===== src/rtl/aluPkg.sv =====
package aluPkg;

  localparam int OP_W = 4;

  typedef enum logic [OP_W-1:0] {
    OP_ADD = 4'b0000,
    OP_SUB = 4'b0001,
    OP_ADC = 4'b0010,
    OP_SBC = 4'b0011,
    OP_AND = 4'b0100,
    OP_OR  = 4'b0101,
    OP_NOT = 4'b0110,
    OP_XOR = 4'b0111,
    OP_SHL = 4'b1000,
    OP_SHR = 4'b1001,
    OP_SAL = 4'b1010,
    OP_SAR = 4'b1011,
    OP_ROL = 4'b1100,
    OP_ROR = 4'b1101,
    OP_RCL = 4'b1110,
    OP_RCR = 4'b1111
  } aluOp_e;

  typedef enum logic [1:0] {
    LF_AND = 2'd0,
    LF_OR  = 2'd1,
    LF_NOT = 2'd2,
    LF_XOR = 2'd3
  } logicFn_e;

  typedef enum logic [2:0] {
    SF_SHL = 3'd0,
    SF_SHR = 3'd1,
    SF_SAL = 3'd2,
    SF_SAR = 3'd3,
    SF_ROL = 3'd4,
    SF_ROR = 3'd5,
    SF_RCL = 3'd6,
    SF_RCR = 3'd7
  } shiftFn_e;

  // Strobes from control to datapath
  typedef struct packed {
    logic     doArith;
    logic     doLogic;
    logic     doShift;
    logic     subtract;
    logic     chainCarry;
    logicFn_e logicFn;
    shiftFn_e shiftFn;
  } aluStrobes_t;

endpackage


===== src/rtl/aluCtrl.sv =====
module aluCtrl
  import aluPkg::*;
(
  input  logic [OP_W-1:0] opCode,
  output aluStrobes_t     strobes
);

  aluOp_e op;
  assign op = aluOp_e'(opCode);

  always_comb begin
    strobes            = '0;
    strobes.logicFn    = LF_AND;
    strobes.shiftFn    = SF_SHL;
    unique case (op)
      OP_ADD: strobes.doArith = 1'b1;
      OP_SUB: begin
        strobes.doArith  = 1'b1;
        strobes.subtract = 1'b1;
      end
      OP_ADC: begin
        strobes.doArith    = 1'b1;
        strobes.chainCarry = 1'b1;
      end
      OP_SBC: begin
        strobes.doArith    = 1'b1;
        strobes.subtract   = 1'b1;
        strobes.chainCarry = 1'b1;
      end
      OP_AND: begin strobes.doLogic = 1'b1; strobes.logicFn = LF_AND; end
      OP_OR:  begin strobes.doLogic = 1'b1; strobes.logicFn = LF_OR;  end
      OP_NOT: begin strobes.doLogic = 1'b1; strobes.logicFn = LF_NOT; end
      OP_XOR: begin strobes.doLogic = 1'b1; strobes.logicFn = LF_XOR; end
      OP_SHL: begin strobes.doShift = 1'b1; strobes.shiftFn = SF_SHL; end
      OP_SHR: begin strobes.doShift = 1'b1; strobes.shiftFn = SF_SHR; end
      OP_SAL: begin strobes.doShift = 1'b1; strobes.shiftFn = SF_SAL; end
      OP_SAR: begin strobes.doShift = 1'b1; strobes.shiftFn = SF_SAR; end
      OP_ROL: begin strobes.doShift = 1'b1; strobes.shiftFn = SF_ROL; end
      OP_ROR: begin strobes.doShift = 1'b1; strobes.shiftFn = SF_ROR; end
      OP_RCL: begin strobes.doShift = 1'b1; strobes.shiftFn = SF_RCL; end
      OP_RCR: begin strobes.doShift = 1'b1; strobes.shiftFn = SF_RCR; end
      default: strobes.doLogic = 1'b1;
    endcase
  end

  // Exactly one unit is selected for every code
  always_comb begin
    assert_one_unit_R2: assert ($countones({strobes.doArith, strobes.doLogic, strobes.doShift}) <= 1)
      else $error("more than one unit selected");
  end

endmodule


===== src/rtl/aluShifter.sv =====
module aluShifter
  import aluPkg::*;
#(
  parameter int WIDTH = 8
) (
  input  logic [WIDTH-1:0] valIn,
  input  logic             carryIn,
  input  shiftFn_e         fn,
  output logic [WIDTH-1:0] valOut,
  output logic             carryOut
);

  localparam int MSB = WIDTH - 1;

  logic topBit;
  logic lowBit;
  assign topBit = valIn[MSB];
  assign lowBit = valIn[0];

  always_comb begin
    valOut   = valIn;
    carryOut = 1'b0;
    unique case (fn)
      SF_SHL, SF_SAL: begin
        valOut   = {valIn[MSB-1:0], 1'b0};
        carryOut = topBit;
      end
      SF_SHR: begin
        valOut   = {1'b0, valIn[MSB:1]};
        carryOut = lowBit;
      end
      SF_SAR: begin
        valOut   = {topBit, valIn[MSB:1]};
        carryOut = lowBit;
      end
      SF_ROL: begin
        valOut   = {valIn[MSB-1:0], topBit};
        carryOut = topBit;
      end
      SF_ROR: begin
        valOut   = {lowBit, valIn[MSB:1]};
        carryOut = lowBit;
      end
      SF_RCL: begin
        valOut   = {valIn[MSB-1:0], carryIn};
        carryOut = topBit;
      end
      SF_RCR: begin
        valOut   = {carryIn, valIn[MSB:1]};
        carryOut = lowBit;
      end
      default: begin
        valOut   = valIn;
        carryOut = 1'b0;
      end
    endcase
  end

endmodule


===== src/rtl/aluDatapath.sv =====
module aluDatapath
  import aluPkg::*;
#(
  parameter int WIDTH = 8
) (
  input  logic             clk,
  input  logic             rst,
  input  logic [WIDTH-1:0] opA,
  input  logic [WIDTH-1:0] opB,
  input  aluStrobes_t      strobes,
  output logic [WIDTH-1:0] result,
  output logic             carryFlag,
  output logic             zeroFlag,
  output logic             signFlag
);

  localparam int MSB = WIDTH - 1;

  // Adder: subtraction as A + ~B + 1 - borrowIn
  logic [WIDTH-1:0] addendB;
  logic             addCin;
  logic [WIDTH:0]   sumExt;
  logic             arithCarry;

  assign addendB    = strobes.subtract ? ~opB : opB;
  assign addCin     = strobes.subtract ? ~(strobes.chainCarry & carryFlag)
                                       :  (strobes.chainCarry & carryFlag);
  assign sumExt     = {1'b0, opA} + {1'b0, addendB} + {{WIDTH{1'b0}}, addCin};
  assign arithCarry = strobes.subtract ? ~sumExt[WIDTH] : sumExt[WIDTH];

  // Logic unit
  logic [WIDTH-1:0] logicVal;
  always_comb begin
    unique case (strobes.logicFn)
      LF_AND:  logicVal = opA & opB;
      LF_OR:   logicVal = opA | opB;
      LF_NOT:  logicVal = ~opB;
      LF_XOR:  logicVal = opA ^ opB;
      default: logicVal = '0;
    endcase
  end

  // Shift and rotate unit
  logic [WIDTH-1:0] shiftVal;
  logic             shiftCarry;

  aluShifter #(.WIDTH(WIDTH)) u_shifter (
    .valIn    (opA),
    .carryIn  (carryFlag),
    .fn       (strobes.shiftFn),
    .valOut   (shiftVal),
    .carryOut (shiftCarry)
  );

  // Result select
  logic [WIDTH-1:0] nextResult;
  logic             nextCarry;

  always_comb begin
    nextResult = logicVal;
    nextCarry  = 1'b0;
    if (strobes.doArith) begin
      nextResult = sumExt[MSB:0];
      nextCarry  = arithCarry;
    end else if (strobes.doShift) begin
      nextResult = shiftVal;
      nextCarry  = shiftCarry;
    end
  end

  always_ff @(posedge clk) begin
    if (rst) begin
      result    <= '0;
      carryFlag <= 1'b0;
      zeroFlag  <= 1'b0;
      signFlag  <= 1'b0;
    end else begin
      result    <= nextResult;
      carryFlag <= nextCarry;
      zeroFlag  <= (nextResult == '0);
      signFlag  <= nextResult[MSB];
    end
  end

  // Marks that the last edge computed an operation rather than reset
  logic primed;
  always_ff @(posedge clk) begin
    if (rst) primed <= 1'b0;
    else     primed <= 1'b1;
  end

  assert_add_sum_R3: assert property (@(posedge clk) disable iff (rst)
    primed && $past(strobes.doArith && !strobes.subtract && !strobes.chainCarry)
      |-> ({carryFlag, result} == ({1'b0, $past(opA)} + {1'b0, $past(opB)})));

  assert_sbc_borrow_R4: assert property (@(posedge clk) disable iff (rst)
    primed && $past(strobes.doArith && strobes.subtract && strobes.chainCarry)
      |-> (carryFlag == ({1'b0, $past(opA)} <
                         ({1'b0, $past(opB)} + {{WIDTH{1'b0}}, $past(carryFlag)}))));

  assert_logic_clears_carry_R5: assert property (@(posedge clk) disable iff (rst)
    primed && $past(strobes.doLogic) |-> !carryFlag);

  assert_rol_wrap_R8: assert property (@(posedge clk) disable iff (rst)
    primed && $past(strobes.doShift && strobes.shiftFn == SF_ROL)
      |-> (result == {$past(opA[MSB-1:0]), $past(opA[MSB])}) && (carryFlag == $past(opA[MSB])));

endmodule


===== src/rtl/aluCore.sv =====
module aluCore
  import aluPkg::*;
#(
  parameter int WIDTH = 8
) (
  input  logic             clk,
  input  logic             rst,
  input  logic [WIDTH-1:0] opA,
  input  logic [WIDTH-1:0] opB,
  input  logic [3:0]       opCode,
  output logic [WIDTH-1:0] result,
  output logic             carryFlag,
  output logic             zeroFlag,
  output logic             signFlag
);

  aluStrobes_t strobes;

  aluCtrl u_ctrl (
    .opCode  (opCode),
    .strobes (strobes)
  );

  aluDatapath #(.WIDTH(WIDTH)) u_datapath (
    .clk       (clk),
    .rst       (rst),
    .opA       (opA),
    .opB       (opB),
    .strobes   (strobes),
    .result    (result),
    .carryFlag (carryFlag),
    .zeroFlag  (zeroFlag),
    .signFlag  (signFlag)
  );

endmodule


===== config.mk =====
export PLATFORM = sky130hd
export DESIGN_NAME = aluCore
export DESIGN_NICKNAME = d
export VERILOG_FILES = /design/src/rtl/aluPkg.sv /design/src/rtl/aluCtrl.sv /design/src/rtl/aluShifter.sv /design/src/rtl/aluDatapath.sv /design/src/rtl/aluCore.sv
export SDC_FILE = /design/constraint.sdc
export NUM_CORES = 1
export LEC_CHECK = 0
export CAP_MARGIN = 20
export CORE_MARGIN = 8
export CORE_UTILIZATION = 43
export CTS_BUF_LIST = sky130_fd_sc_hd__clkbuf_2
export CTS_CLUSTER_SIZE = 10
export DETAILED_ROUTE_END_ITERATION = 8
export PLACE_DENSITY = 0.69
export SETUP_SLACK_MARGIN = 0.2
export SLEW_MARGIN = 30
export SYNTH_ARGS = -nofsm -noshare
export SYNTH_HDL_FRONTEND = slang
export SYNTH_HIERARCHICAL = 1
export SYNTH_SLANG_ARGS = --single-unit

===== constraint.sdc =====
create_clock -name clk -period 8.75 [get_ports clk]
set_input_delay 1.75 -clock clk [delete_from_list [all_inputs] [get_ports clk]]
set_output_delay 1.75 -clock clk [all_outputs]
set_load 0.05 [all_outputs]

Word level (Yosys, flattened, before mapping)
Index checks and enable logic that the tools add are counted.
- bits in registers: 11
- output and inout port bits: 11
- input bits: 22
- logic and storage cells: 64
- bitwise operators: 7
- eq/ne operators: 24
- add/sub/neg operators: 2
- reduce and logical (&&, ||, !) cells: 11
- multiplexer cells: 16
- operators by type and width (kind ; count):
    $pmux 8 s7 ; 1
    $eq 4x4->1 const B ; 8
    $pmux 8 s4 ; 1
    $mux 8 ; 3
    $pmux 3 s7 ; 1
    $eq 3x3->1 const B ; 4
    $eq 4x3->1 const B ; 3
    $reduce_or 4->1 ; 3
    $add 8x8->9 ; 1
    $add 9x1->9 ; 1
    $and 8x8->8 ; 1
    $eq 4x2->1 const B ; 2
    $logic_not 8->1 ; 1
    $mux 1 ; 8
    $not 8->8 ; 1
    $or 8x8->8 ; 1
    $reduce_or 8->1 ; 1
    $xor 8x8->8 ; 1
    $eq 3x2->1 const B ; 2
    $pmux 2 s3 ; 1
    $reduce_or 2->1 ; 3
    $eq 2x2->1 const B ; 2
    $eq 4x1->1 const B ; 1
    $logic_not 4->1 ; 1
    7 further kinds ; 8

Depth between registers and ports, before layout
Gate-level depths: netlist of run 1.
- depth in word-level cells: 10
- mapped depth: 12
- mapped depth without buffers: 12

Modules after synthesis
Netlist of run 1, hierarchy kept.
- by module, submodules not included (module ; cells an instance ; area each (um^2) ; instances):
    aluDatapath ; 156 ; 1416.4 ; 1
    aluShifter ; 17 ; 146.4 ; 1
    aluCtrl ; 10 ; 65.1 ; 1

Worst setup path after synthesis of run 1
OpenSTA, ideal clock, no wires.
- kind: in2reg
- start: input opCode[2]
- end: register u_datapath.zeroFlag
- path buffers: 1
- required time: 8.677 ns
- setup slack: 4.275 ns
- stages on the path: 12
- setup time: 0.073 ns
- arrival: 4.402 ns
- path through: nor3b_1 -> clkbuf_1 -> xnor2_1 -> fa_1 -> inv_1 -> fa_1 -> xor2_1 -> a22o_1 -> a21oi_1 -> nand3_1 -> or4b_1 -> nor3_2
- cells in the longest elaborated chain, start to end: 9
- elaborated cells on any way between the ends: 49
- ends and longest elaborated chain (what ; RTL line ; RTL):
    from (decl) ; aluCore.sv:10 ; input logic [3:0] opCode,
    parallel branches: the longest is 7 deep, another holds $add 8x8->9 ; -- ;
    $mux 8 (*) ; aluDatapath.sv:62 ; if (strobes.doArith) begin
    $logic_not 8->1 (*) ; aluDatapath.sv:80 ; zeroFlag <= (nextResult == '0);
    to (signal assigned) ; aluDatapath.sv:80 ;
    to (decl) ; aluDatapath.sv:13 ; output logic zeroFlag,
Every way passes the cells marked *.
A chain may end at the register's enable or synchronous reset.

==> reports/qor.yml, run 1 <==
run_status:
  status: "completed"
grt:
  grt_max_degree: 21
  grt_pass1_wl_um: 5580
  grt_pass1_vias: 1256
  antenna_found_initial: 0
  busiest_layer: "met2"
  grt_usage_pct: 10.9
  met1_usage_pct: 13.7
  grt_overflow: 0
  grt_use_met2_pct: 18.1
  met3_usage_pct: 2.07
timing:
  finalCritPeriodShare_pct: 60.6
  rsz0062_at_grt: "false"
  finalClockSkew_ns: 0.00126
  finalSetupTns_ns: 0
  hold_viol_final: 0
  slew_headroom_pct: 51.6
  fmax_ghz: 0.189
  setup_viol: 0
  tightest_slew_ns: 0.724
  period_minus_slack_ns: 5.30
  hold_ws_ns: 0.994
  drv_slew: 0
yosys:
  yosysWarnings: 6
  synth_cells: 182
  synth_area_sq_um: 1620
  syn_avg_cell_area_sq_um: 8.91
  syn-num-nets: 230
worst_setup_path:
  worstSetupPathType: "input port to flop"
  critPathSlowestCell: "clkdlybuf4s50_1"
  cp.arrival_ns: 5.47
  slowest_delay_ns: 0.78
  crit_path_cell_trace: "clkdlybuf4s50_1 -> nor3b_4 -> xor2_1 -> fa_1 -> inv_1 -> fa_1 -> a21oi_1 -> o21bai_1 -> xnor2_1 -> a22oi_1 -> or4b_1 -> nor3_2"
  crit_required_ns: 8.91
  critPathMostFrequentCell: "fa_1"
  crit_path_max_fanout: 20
  critical_path.endpoint_type: "flop"
  crit_path_start_kind: "input port"
clock_tree:
  post-cts-setup-buffers: 0
  cts_buffers: 3
  holdBufCountCts: 0
  cts_tree: "yes"
  htreeDepth: 1
  clk_latency_ns: 0.23
  cts_root_buf: "clkbuf_2"
  cts_buffer_depth: 2
  cts.repair.resized: 0
  clock-sinks: 10
  clk_pin_slew_ns: 0.08
route:
  drtIter0Drc: 32
  routedWlPerCell_um: 13.1
  vias: 1320
  ant_nets: 0
  dr.pass1.iters: 4
  drt_wl_total_um: 3350
  viasPerCell: 5.16
  drc: 0
final_layout:
  final_cell_count_no_fill: 256
  insertedDiodeCount: 0
  drive_above_1_share_pct: 9.62
  nets: 258
  fillers: 368
  synthToLayoutAreaGrowth_pct: 21.6
die:
  rows: 22
  core-area_sq_um: 3630
  start_util_pct: 44.6
  die_w_um: 77.4
  dieArea_sq_um: 5990
  die_y_um: 77.4
  pin_count: 33
placed_design:
  gp_congestion: 0.803
  dpl.cell_count: 253
  io_buffers: 32
  hpwl_um: 2790
job:
  max_cap_violations: 0
power_and_ir_drop:
  powerDensity_nw_per_um2: 94.0
  power.leakage_nw: 0.895
  peakVddDrop_v: 0.0000294
hold_path:
  hold_path.class: "flop to flop"
[through the flow]
stage          cell area (sq um)  setup WS [ns]  utilization, %  total power (W)
2_1_floorplan               1620           4.28               -         0.000131
3_3_place_gp                1950           3.04            53.7         0.000163
3_5_place_dp                1950           2.98            53.7         0.000164
4_1_cts                     1970           3.19            54.1         0.000187
5_1_grt                     1970           3.21            54.3         0.000200
6_report                    1970           3.45            54.3         0.000185
[power by group]
group | leakage (nW) | switching [W] | internal, W | total, W
Combinational | 0.799 | 0.0000615 | 0.0000508 | 0.000112
Clock | 0.0125 | 0.0000127 | 0.00000936 | 0.0000220
Sequential | 0.0827 | 0.00000125 | 0.0000497 | 0.0000509
[routing by layer]
metal,up-vias,routed length [um],part of all wire (%)
met1,610,1630,49
li1,683,-,-
met2,27,1540,46
met4,0,0,0
met3,0,187,5.6
met5,-,0,0
[worst paths after layout]
| kind | start | endpoint | slack [ns] | cells after the start |
|---|---|---|---|---|
| worst max register to register | u_datapath/carryFlag$_SDFF_PP0_ | u_datapath/zeroFlag$_SDFF_PP0_ | 6.06 | 11 |
| worst max-delay path | opCode[3] | u_datapath/zeroFlag$_SDFF_PP0_ | 3.45 | 12 |
| worst min-delay path | u_datapath/carryFlag$_SDFF_PP0_ | u_datapath/result[0]$_SDFF_PP0_ | 0.99 | 6 |
| worst min register to register | u_datapath/carryFlag$_SDFF_PP0_ | u_datapath/result[0]$_SDFF_PP0_ | 0.99 | 6 |
[flip-flops by register name, summed over array words and instances (netlist names)]
signal / count
u_datapath/result: 8
u_datapath/carryFlag: 1
u_datapath/zeroFlag: 1
[placed cells by master (no fill, tap or decap), types with 2 or more instances in the layout]
master,instances
clkdlybuf4s50_1,32
inv_1,30
ha_1,24
xor2_1,11
a21oi_1,11
nor2_1,10
mux2_2,10
dfxtp_1,10
nand2_1,8
mux4_1,6
xnor2_1,4
nor2b_1,4
nand3_1,4
clkbuf_2,3
and2_1,3
nand3b_1,3
o21ai_0,3
nand2b_1,3
and3b_1,2
mux2i_1,2
a22o_1,2
mux4_2,2
o2111ai_1,2
a22oi_1,2
fa_1,2
[final cells by class]
class,instances,area (sq um),share of cell area [%]
Clock buffer,3,15.0,0.761
Tap cell,48,60.1,3.05
Multi-Input combinational cell,132,1260,63.7
Sequential cell,10,200,10.2
Inverter,30,113,5.71
Timing Repair Buffer,33,328,16.6
[worst max-delay path: cells and delay by family]
family	cells	cell delay, ns
AOI/OAI and AO/OA	3	0.48
xor gates and xnor gates	2	0.39
adders and majority gates	2	0.61
buffers and inverters	2	0.83
and+or+nand+nor	3	1.40
(Power assumes the default switching activity.)
==> inputs of run 2 (changes only) <==
==> constraint.sdc (replaced) <==
create_clock -name clk -period 5.2 [get_ports clk]
set_input_delay 1.04 -clock clk [delete_from_list [all_inputs] [get_ports clk]]
set_output_delay 1.04 -clock clk [all_outputs]
set_load 0.05 [all_outputs]
==> run 2 against run 1 <==
Compared with the run above:
- combinational power is 71% higher
- via count fell by 0.53%
- power is 69% higher
- flip-flop and latch count is the same
- cell area up 0.44%
- register-to-register slack got worse by 3.6 ns
- non-clock buffer count increased by 2
- core utilization is 0.24 points higher
==> reports/qor.yml, run 2 (same netlist as run 1, synthesis figures left out) <==
run_status:
  status: "completed"  # unchanged
timing:
  rsz0062_at_grt: "false"  # unchanged
  setup_viol: 0  # unchanged
  period_minus_slack_ns: 4.15
  finalWorstSetupSlack_ns: 1.05  # was 3.45 ns
  fmax_ghz: 0.241
  finalClockSkew_ns: 0.00504  # was 0.00126 ns
  hold_viol_final: 0  # unchanged
  tightest_slew_ns: 0.537  # was 0.724 ns
  finalSetupTns_ns: 0  # unchanged
  slew_headroom_pct: 64.2  # was 51.6%
  hold_ws_ns: 1.01  # was 0.994 ns
  drv_slew: 0  # unchanged
  finalCritPeriodShare_pct: 79.8
die:
  core-area_sq_um: 3630  # unchanged
  start_util_pct: 44.6  # unchanged
  pin_count: 33  # unchanged
  die_w_um: 77.4  # unchanged
  rows: 22  # unchanged
  die_y_um: 77.4  # unchanged
  dieArea_sq_um: 5990  # unchanged
route:
  ant_nets: 0  # unchanged
  vias: 1313  # was 1320
  dr.pass1.iters: 4  # unchanged
  viasPerCell: 5.09  # was 5.16
  drtIter0Drc: 69  # was 32
  drc: 0  # unchanged
  routedWlPerCell_um: 13.2  # was 13.1 um
  drt_wl_total_um: 3410  # was 3350 um
power_and_ir_drop:
  seq_power_share_pct: 27.4  # was 27.5%
  peakVddDrop_v: 0.0000465  # was 0.0000294 V
  netSwitchingPower_w: 0.000127  # was 0.0000754 W
  p_sw_share_pct: 40.6  # was 40.7%
  pwr-share-clk_pct: 11.5  # was 11.9%
  p_int_w: 0.000186  # was 0.000110 W
  powerDensity_nw_per_um2: 158  # was 94.0 nW/um^2
  power_frac_comb_pct: 61.1  # was 60.6%
  power.leakage_nw: 0.902  # was 0.895 nW
worst_setup_path:
  critPathTopFamily: "simple AND/OR/NAND/NOR gates"  # unchanged
  crit_path_cell_trace: "clkdlybuf4s50_1 -> nor3b_2 -> buf_4 -> xor2_1 -> fa_1 -> inv_1 -> fa_1 -> xor2_1 -> a22o_1 -> a21oi_1 -> nand3_1 -> or4b_1 -> nor3_2"  # was clkdlybuf4s50_1 -> nor3b_4 -> xor2_1 -> fa_1 -> inv_1 -> fa_1 -> a21oi_1 -> o21bai_1 -> xnor2_1 -> a22oi_1 -> or4b_1 -> nor3_2
  path_buf_inv: 3  # was 2
  slowest_delay_ns: 0.59  # was 0.78 ns
  critPathSlowestCell: "clkdlybuf4s50_1"  # unchanged
  crit_required_ns: 5.36  # was 8.91 ns
  crit_path_max_fanout: 12  # was 20
  critical_path.endpoint_type: "flop"  # unchanged
  worstSetupPathType: "input port to flop"  # unchanged
  cp.arrival_ns: 4.31  # was 5.47 ns
  crit_path_start_kind: "input port"  # unchanged
clock_tree:
  cts_tree: "yes"  # unchanged
  cts.repair.resized: 0  # unchanged
  cts_buffer_depth: 2  # unchanged
  holdBufCountCts: 0  # unchanged
  post-cts-setup-buffers: 0  # unchanged
  htreeDepth: 1  # unchanged
  cts_buffers: 3  # unchanged
  cts_root_buf: "clkbuf_2"  # unchanged
  clk_pin_slew_ns: 0.08  # about the same
  clock-sinks: 10  # unchanged
  clk_latency_ns: 0.22  # was 0.23 ns
grt:
  grt_overflow: 0  # unchanged
  grt_pass1_vias: 1248  # was 1256
  grt_pass1_wl_um: 5840  # was 5580 um
  grt_max_degree: 18  # was 21
  grt_usage_pct: 11.5  # was 10.9%
  antenna_found_initial: 0  # unchanged
placed_design:
  hpwl_um: 2830  # was 2790 um
  pre_cts_ws_ns: 0.775  # was 2.98 ns
  gp_congestion: 0.812  # was 0.803
  io_buffers: 32  # unchanged
final_layout:
  fillers: 336  # was 368
  nets: 260  # was 258
  mostFrequentLayoutCells: "32 x clkdlybuf4s50_1, 30 x inv_1, 24 x ha_1"  # unchanged
  largest_reg_flops: 8  # unchanged
  synthToLayoutAreaGrowth_pct: 22.1  # was 21.6%
  layout_commonest_cell: "clkdlybuf4s50_1"  # unchanged
  drive_above_1_share_pct: 10.5  # was 9.62%
  utilization_pct: 54.5  # was 54.3%
  top_regs: "u_datapath/result (8), u_datapath/carryFlag (1), u_datapath/zeroFlag (1)"  # unchanged
  insertedDiodeCount: 0  # unchanged
  top_register: "u_datapath/result"  # unchanged
hold_path:
  hold_path.class: "flop to flop"  # unchanged
job:
  max_cap_violations: 0  # unchanged
[run 2: through the flow]
stage	instances	cell area (sq um)	total power [W]
6_report	258	1980	0.000312
5_1_grt	258	1980	0.000340
3_3_place_gp	255	1970	0.000276
3_5_place_dp	255	1970	0.000278
4_1_cts	258	1980	0.000316
2_1_floorplan	182	1620	0.000221
[run 2: area by class of cell]
type                            count  area (sq um)  area share [%]
Clock buffer                        3          15.0           0.758
Tap cell                           48          60.1            3.03
Inverter                           30           113            5.69
Timing Repair Buffer               35           343            17.3
Sequential cell                    10           200            10.1
Multi-Input combinational cell    132          1250            63.1
[run 2: worst reg2reg max path, cell delays in order, from the launching register on]
cell and delay [ns]:
dfxtp_1 0.37, nand2_1 0.08, xor2_1 0.20, fa_1 0.23
inv_1 0.06, fa_1 0.39, xor2_1 0.18, a22o_1 0.22
a21oi_1 0.18, nand3_1 0.10, or4b_1 0.49, nor3_2 0.16
[run 2: power by group through the flow]
stage | Sequential (W) | Combinational, W | Clock [W]
floorplan | 0.000113 | 0.000108 | 0
global placement | 0.0000874 | 0.000188 | 0
detailed placement | 0.0000874 | 0.000191 | 0
CTS | 0.0000856 | 0.000192 | 0.0000382
global route | 0.0000863 | 0.000210 | 0.0000434
finish | 0.0000856 | 0.000191 | 0.0000359
[run 2: layer usage]
layer  vias to the layer above  part of all wire, %  track usage, %
li1                        687                    -               -
met2                        36                   44            17.9
met5                         -                    0               0
met4                         0                 0.26            3.96
met1                       588                   49            15.0
met3                         2                  6.4            2.76
[run 2: path summary, 6_finish.rpt]
path	from	to	slack [ns]	depth (start not counted)
max	opCode[3]	u_datapath/zeroFlag$_SDFF_PP0_	1.05	13
max reg2reg	u_datapath/carryFlag$_SDFF_PP0_	u_datapath/zeroFlag$_SDFF_PP0_	2.48	11
min	u_datapath/carryFlag$_SDFF_PP0_	u_datapath/result[0]$_SDFF_PP0_	1.01	6
min reg2reg	u_datapath/carryFlag$_SDFF_PP0_	u_datapath/result[0]$_SDFF_PP0_	1.01	6
==> inputs of run 3 (changes only) <==
==> constraint.sdc (replaced) <==
create_clock -name clk -period 4.1 [get_ports clk]
set_input_delay 0.82 -clock clk [delete_from_list [all_inputs] [get_ports clk]]
set_output_delay 0.82 -clock clk [all_outputs]
set_load 0.05 [all_outputs]
==> run 3 against run 2 <==
Compared with the run above:
- die area unchanged
- global-route usage increased by 0.31 points
- count of clock-buffer cells in the layout unchanged
- register-to-register slack got worse by 1.0 ns
- sequential power increased by 27%
- cell count increased by 1.6%
- combinational power increased by 27%
- flip-flop and latch count unchanged
- non-clock buffer count increased by 3
- routed wire length increased by 1.6%
==> reports/qor.yml, run 3 (same netlist as run 1, synthesis figures left out) <==
die:
  die_w_um: 77.4  # unchanged
  core-area_sq_um: 3630  # unchanged
  dieArea_sq_um: 5990  # unchanged
  rows: 22  # unchanged
  pin_count: 33  # unchanged
  start_util_pct: 44.6  # unchanged
  die_y_um: 77.4  # unchanged
clock_tree:
  htreeDepth: 1  # unchanged
  cts_root_buf: "clkbuf_2"  # unchanged
  cts_buffer_depth: 2  # unchanged
  cts_buffers: 3  # unchanged
  cts.repair.resized: 0  # unchanged
  post-cts-setup-buffers: 0  # unchanged
  cts_tree: "yes"  # unchanged
  clk_latency_ns: 0.26  # was 0.22 ns
  clk_pin_slew_ns: 0.10  # was 0.08 ns
  clock-sinks: 10  # unchanged
  holdBufCountCts: 0  # unchanged
final_layout:
  top_register: "u_datapath/result"  # unchanged
  mostFrequentLayoutCells: "32 x clkdlybuf4s50_1, 30 x inv_1, 24 x ha_1"  # unchanged
  layout_commonest_cell: "clkdlybuf4s50_1"  # unchanged
  drive_above_1_share_pct: 11.7  # was 10.5%
  utilization_pct: 55.2  # was 54.5%
  top_regs: "u_datapath/result (8), u_datapath/carryFlag (1), u_datapath/zeroFlag (1)"  # unchanged
  fillers: 351  # was 336
  synthToLayoutAreaGrowth_pct: 23.8  # was 22.1%
  insertedDiodeCount: 0  # unchanged
  nets: 263  # was 260
  largest_reg_flops: 8  # unchanged
timing:
  finalCritPeriodShare_pct: 89.3
  period_minus_slack_ns: 3.66
  drv_slew: 0  # unchanged
  fmax_ghz: 0.273
  hold_viol_final: 0  # unchanged
  setup_viol: 0  # unchanged
  tightest_slew_ns: 0.500  # was 0.537 ns
  finalClockSkew_ns: 0.000861  # was 0.00504 ns
  slew_headroom_pct: 66.6  # was 64.2%
  rsz0062_at_grt: "false"  # unchanged
  finalSetupTns_ns: 0  # unchanged
grt:
  grt_max_degree: 18  # unchanged
  antenna_found_initial: 0  # unchanged
  grt_pass1_vias: 1325  # was 1248
  grt_pass1_wl_um: 5930  # was 5840 um
  grt_usage_pct: 11.8  # was 11.5%
  grt_overflow: 0  # unchanged
placed_design:
  gp_congestion: 0.841  # was 0.812
  hpwl_um: 2880  # was 2830 um
  io_buffers: 32  # unchanged
job:
  max_cap_violations: 0  # unchanged
worst_setup_path:
  crit_path_max_fanout: 8  # was 12
  critical_path.endpoint_type: "flop"  # unchanged
  worstSetupPathType: "input port to flop"  # unchanged
  crit_required_ns: 4.30  # was 5.36 ns
  crit_path_cell_trace: "clkdlybuf4s50_1 -> nor3b_2 -> xor2_1 -> fa_1 -> inv_1 -> fa_1 -> a21oi_1 -> o21bai_1 -> xnor2_1 -> a22oi_1 -> or4b_1 -> nor3_2"  # was clkdlybuf4s50_1 -> nor3b_2 -> buf_4 -> xor2_1 -> fa_1 -> inv_1 -> fa_1 -> xor2_1 -> a22o_1 -> a21oi_1 -> nand3_1 -> or4b_1 -> nor3_2
  critPathMostFrequentCell: "fa_1"
  critPathSlowestCell: "or4b_1"  # was clkdlybuf4s50_1
  crit_path_start_kind: "input port"  # unchanged
  cp.arrival_ns: 3.86  # was 4.31 ns
  slowest_delay_ns: 0.53  # was 0.59 ns
route:
  routedWlPerCell_um: 13.2  # about the same
  vias: 1351  # was 1313
  drc: 0  # unchanged
  viasPerCell: 5.16  # was 5.09
  drtIter0Drc: 61  # was 69
  dr.pass1.iters: 4  # unchanged
  drt_wl_total_um: 3470  # was 3410 um
  ant_nets: 0  # unchanged
hold_path:
  hold_path.class: "flop to flop"  # unchanged
run_status:
  status: "completed"  # unchanged
power_and_ir_drop:
  powerDensity_nw_per_um2: 203  # was 158 nW/um^2
  power.leakage_nw: 0.919  # was 0.902 nW
  p_total_w: 0.000408  # was 0.000312 W
  peakVddDrop_v: 0.0000663  # was 0.0000465 V
[run 3: changes by cell type in the layout (fill, tap and decap cells not counted), sizes merged]
cell	delta
buf	+3
clkinv	+1
[run 3: final timing paths]
check                                        from                              end  slack [ns]  cells past startpoint
setup / recovery                        opCode[3]   u_datapath/zeroFlag$_SDFF_PP0_        0.44                     12
hold / removal    u_datapath/carryFlag$_SDFF_PP0_  u_datapath/result[0]$_SDFF_PP0_        1.01                      6
setup reg to reg  u_datapath/carryFlag$_SDFF_PP0_   u_datapath/zeroFlag$_SDFF_PP0_        1.45                     11
hold reg to reg   u_datapath/carryFlag$_SDFF_PP0_  u_datapath/result[0]$_SDFF_PP0_        1.01                      6
[run 3: layer usage]
metal	share of wire, %	wire length [um]	GRT usage (%)
met4	1.2	42	3.96
met5	0	0	0
met2	45	1570	19.0
met1	48	1660	15.0
met3	5.8	201	2.88
[run 3: through the flow]
step / hold WS (ns) / area, sq um / cells / setup slack (ns)
global route: 1.10 / 2010 / 262 / 0.225
CTS: 1.01 / 2010 / 262 / 0.438
global placement: 0.975 / 1990 / 258 / 0.255
finish: 1.01 / 2010 / 262 / 0.437
floorplan: 1.12 / 1620 / 182 / 0.555
detailed placement: 0.985 / 1990 / 258 / 0.184
[run 3: cell type report]
cell class	instances	area [sq um]	area share (%)
well taps	48	60.1	2.99
clock inverters	1	3.75	0.187
flip-flops and latches	10	200	9.98
inverters	30	113	5.61
clock buffers	3	15.0	0.748
repair buffers	38	365	18.2
multi-input cells	132	1250	62.3
[run 3: worst max-delay path: cells and delay by family]
kind                     cells  cell delay (ns)
adder cells (fa/ha/maj)      2             0.60
AO/OA/AOI/OAI                3             0.47
AND/OR/NAND/NOR              3             1.03
XOR/XNOR                     2             0.37
buffers and inverters        2             0.57
[run 3: where the power goes]
part	leakage (nW)	internal (W)	switching, W
sequential	0.0827	0.000106	0.00000268
clock	0.0140	0.0000212	0.0000348
combinational	0.822	0.000111	0.000133
